==> src/rtl/bplane_irq_ctrl.sv <==
module bplane_irq_ctrl #(
  parameter int NSLOTS = 8,
  parameter int VW = 8,
  parameter logic [VW-1:0] VEC_BASE = 8'h40
) (
  input  logic                      clk,
  input  logic                      rst_n,
  input  logic [NSLOTS*4-1:0]       slot_pins,
  input  logic                      mask_we,
  input  logic [3:0]                mask_wdata,
  input  logic                      clr_we,
  input  logic [$clog2(NSLOTS)-1:0] clr_slot,
  input  logic                      iack,
  output logic                      irq,
  output logic                      vec_valid,
  output logic [VW-1:0]             vec,
  output logic [3:0]                line_pend,
  output logic [NSLOTS-1:0]         slot_active
);
  localparam int NLINES = 4;
  localparam int SW = $clog2(NSLOTS);

  logic [NSLOTS*NLINES-1:0] pend;
  logic [NLINES-1:0]        mask, live;
  logic [2:0]               win;

  always_ff @(posedge clk) begin
    if (!rst_n) pend <= '0;
    else
      for (int s = 0; s < NSLOTS; s++)
        for (int p = 0; p < NLINES; p++)
          if (clr_we && clr_slot == SW'(s)) pend[s*NLINES+p] <= 1'b0;
          else if (slot_pins[s*NLINES+p])   pend[s*NLINES+p] <= 1'b1;
  end

  always_ff @(posedge clk) begin
    if (!rst_n) mask <= '0;
    else if (mask_we) mask <= mask_wdata;
  end

  genvar gs;
  generate
    for (gs = 0; gs < NSLOTS; gs++) begin : g_stat
      assign slot_active[gs] = |pend[gs*NLINES +: NLINES];
    end
  endgenerate

  always_comb begin
    line_pend = '0;
    for (int s = 0; s < NSLOTS; s++)
      for (int p = 0; p < NLINES; p++)
        if (pend[s*NLINES+p]) line_pend[(s+p)%NLINES] = 1'b1;
  end

  assign live = line_pend & ~mask;
  assign irq  = |live;

  always_comb begin
    win = 3'(NLINES);
    for (int l = NLINES-1; l >= 0; l--)
      if (live[l]) win = 3'(l);
  end

  always_ff @(posedge clk) begin
    if (!rst_n) begin
      vec_valid <= 1'b0;
      vec       <= '0;
    end else begin
      vec_valid <= iack;
      if (iack) vec <= VEC_BASE + VW'(win);
    end
  end
endmodule


==> config.mk <==
export PLATFORM = sky130hd
export DESIGN_NAME = bplane_irq_ctrl
export DESIGN_NICKNAME = d
export VERILOG_FILES = /design/src/rtl/bplane_irq_ctrl.sv
export SDC_FILE = /design/constraint.sdc
export NUM_CORES = 1
export LEC_CHECK = 0
export ABC_CLOCK_PERIOD_IN_PS = 1200
export BUFFER_PORTS_ARGS = -buffer_cell sky130_fd_sc_hd__buf_2
export CELL_PAD_IN_SITES_DETAIL_PLACEMENT = 0
export CELL_PAD_IN_SITES_GLOBAL_PLACEMENT = 1
export CORE_ASPECT_RATIO = 0.9
export CORE_MARGIN = 8
export CORE_UTILIZATION = 30
export DETAILED_ROUTE_END_ITERATION = 7
export PLACE_DENSITY = 0.84
export SETUP_SLACK_MARGIN = 0.1
export SYNTH_ARGS = -nofsm -noshare
export SYNTH_HDL_FRONTEND = slang
export SYNTH_SLANG_ARGS = --single-unit
==> constraint.sdc <==
create_clock -name clk -period 1.2 [get_ports clk]
set_clock_uncertainty 0.05 [all_clocks]
set_input_delay 0.12 -clock clk [delete_from_list [all_inputs] [get_ports clk]]
set_output_delay 0.12 -clock clk [all_outputs]
set_load 0.03 [all_outputs]
==> out/results.ini <==
[status]
outcome=finished with violations
violations=negative setup slack

[synthesis]
synth_area_um2=1540
async_reset_ff_share_pct=0
synth_cell_types=23
syn_avg_cell_area_um2=9.05
synth_most_common_cell=nor2_1
yosys-top-cells-count=nor2_1 (65), dfxtp_1 (41), nand2_1 (9)
synth_top_area_cell=dfxtp_1
synth_edf_count=0
ys_top_cells_by_area=dfxtp_1 (53%), nor2_1 (16%), nor4_2 (4.9%)
synth_flop_cell=dfxtp_1
yosysWarnings=0
ys_seq_elements=41
synth_cells=170
synth_top_area_share_pct=53.4
seq_area_frac_synth_pct=53.4

[floorplanning]
dieArea_um2=7680
ioPinCount=66
core-area_um2=4890
fp-row-count=24
die_h_um=83.9
initial_core_util_pct=31.4
die_w_um=91.5

[cts]
h-tree-depth=2
numClockSinks=41
cts_root_buf=clkbuf_8
clock_latency_ns=0.29
cts.clk_slew.worst_paths_ns=0.08
cts_tree=done
cts_made_buffers=5
cts_max_path_buffers=2

[detailed_routing]
dr_total_vias=1638
drt_iter0_markers=61
wl_um=5010
drc=0
dr.pass1.iters=6
wl_per_cell_um=13.5
routed_via_density=4.40
antenna_left=0

[global_route]
use_met3_pct=5.49
grt.total_usage_pct=13.2
grt.busiest_layer=met2
antenna_found_initial=0
grt_pass1_vias=1725
grt_pass1_wl_um=8170
met1_usage_pct=15.3
grt_max_degree=16
grtUsageMet2_pct=22.2
overflow=0

[cells_and_area]
diodes=0
nNetsFinal=350
area_growth_pct=89.3
n_fill_cell=421
drive_above_1_share_pct=51.5
fin_util_pct=59.5
fin_area_um2=2910
final_cells=372

[timing]
finalSetupViolCount=16
slew_violations=0
setup_ws_ns=-0.483
fmaxAchievable_ghz=0.594
hold_viol=0
finalCriticalPeriod_ns=1.68
fin_crit_sh_pct=140
rsz0062_at_grt=true

[worst_setup_path]
crit_arrival_ns=1.51
worstPathMaxFanout=3
required_ns=1.03
start_kind=flip-flop
worst-setup-path-type=reg -> out
endpoint_kind=primary output
r2r_cells=6

[place]
dp.cells=327
place.gp.congestion=0.813
io_buffers=61
placed_cell_area_um2=2190
dpl.hpwl_um=3750

[power_and_ir_drop]
power.total_uw=3690
leakage_uw=0.00135
p_per_area_nw_per_um2=1270
ir_worst_vdd_mv=0.581

[min_path]
min_path_cells=3
min_path_type=in -> reg

[run]
drv_cap=0

[stage by stage]
step	hold slack [ns]	TNS [ns]	setup slack, ns
3_3_place_gp	0.271	-1.57	-0.275
3_5_place_dp	0.280	-1.63	-0.285
5_1_grt	0.00970	-6.27	-0.562
6_report	0.0159	-5.44	-0.483
4_1_cts	0.00634	-5.51	-0.515
2_1_floorplan	0.186	-0.0107	-0.00734
[state kept, by name (all words and copies together) (netlist names)]
| name | count |
|---|---|
| mask | 4 |
| vec | 4 |
| pend | 32 |
| vec_valid | 1 |
[cells by family after synthesis]
group                  after synthesis  share of synthesized area (%)
muxes                                4                           2.60
AOI/OAI and AO/OA                   17                           7.24
DFF                                 41                           53.4
and+or+nand+nor                    100                           33.8
buffers and inverters                7                           2.77
other                                1                          0.244
[worst max-delay path: stages, from the launching register on]
cell	delay [ns]
dfxtp_2	0.35
nor4_4	0.33
a21oi_2	0.11
and2b_2	0.26
nand2_4	0.04
buf_6	0.13
[cell type report]
class / instances / area [um^2] / area share [%]
clock buffer: 5 / 68.8 / 2.36
clock inverter: 3 / 65.1 / 2.24
inverter: 1 / 3.75 / 0.129
multi-input combinational: 125 / 793 / 27.3
sequential: 41 / 852 / 29.3
tap: 65 / 81.3 / 2.79
timing repair buffer: 132 / 1050 / 35.9
[layer usage]
layer,part of all wire [%],routed length [um],vias to the layer above
met1,43,2160,747
met4,0.50,25,0
li1,-,-,841
met5,0,0,-
met2,49,2470,46
met3,7.1,358,4
[layout by cell type (no fill, tap or decap), types with 4 or more instances in the layout]
cell type	instances
buf_2	48
nand2_1	4
mux2i_1	4
conb_1	4
nor4_4	8
nor2_1	64
buf_6	28
or4_4	8
buf_4	28
o21ai_0	4
nand2b_1	4
nor2b_1	5
dfxtp_2	19
dlygate4sd3_1	28
clkbuf_8	5
nand2_2	4
dfxtp_1	20
[path summary, 6_finish.rpt]
| path | start | endpoint | slack [ns] |
|---|---|---|---|
| setup / recovery | pend[6] | irq | -0.48 |
| hold / removal | slot_pins[20] | pend[20] | 0.02 |
| setup reg to reg | pend[1] | vec[0] | -0.26 |
| hold reg to reg | vec[6] | vec[6] | 0.41 |
[repair_timing]
| action | CTS | global route |
|---|---|---|
| setup buffers | 5 | 6 |
| endpoints found under the setup margin | 16 | 16 |
| pin swaps | 14 | 13 |
| hold buffers | 28 | 0 |
| gates resized for setup | 65 | 11 |
| hold endpoints to repair | 28 | 0 |
[power breakdown]
group          internal (uW)  switching [uW]
registers               1470             113
logic                    465             338
clock network            826             479
total                   2760             930
Power figures use the tool's default switching activity.
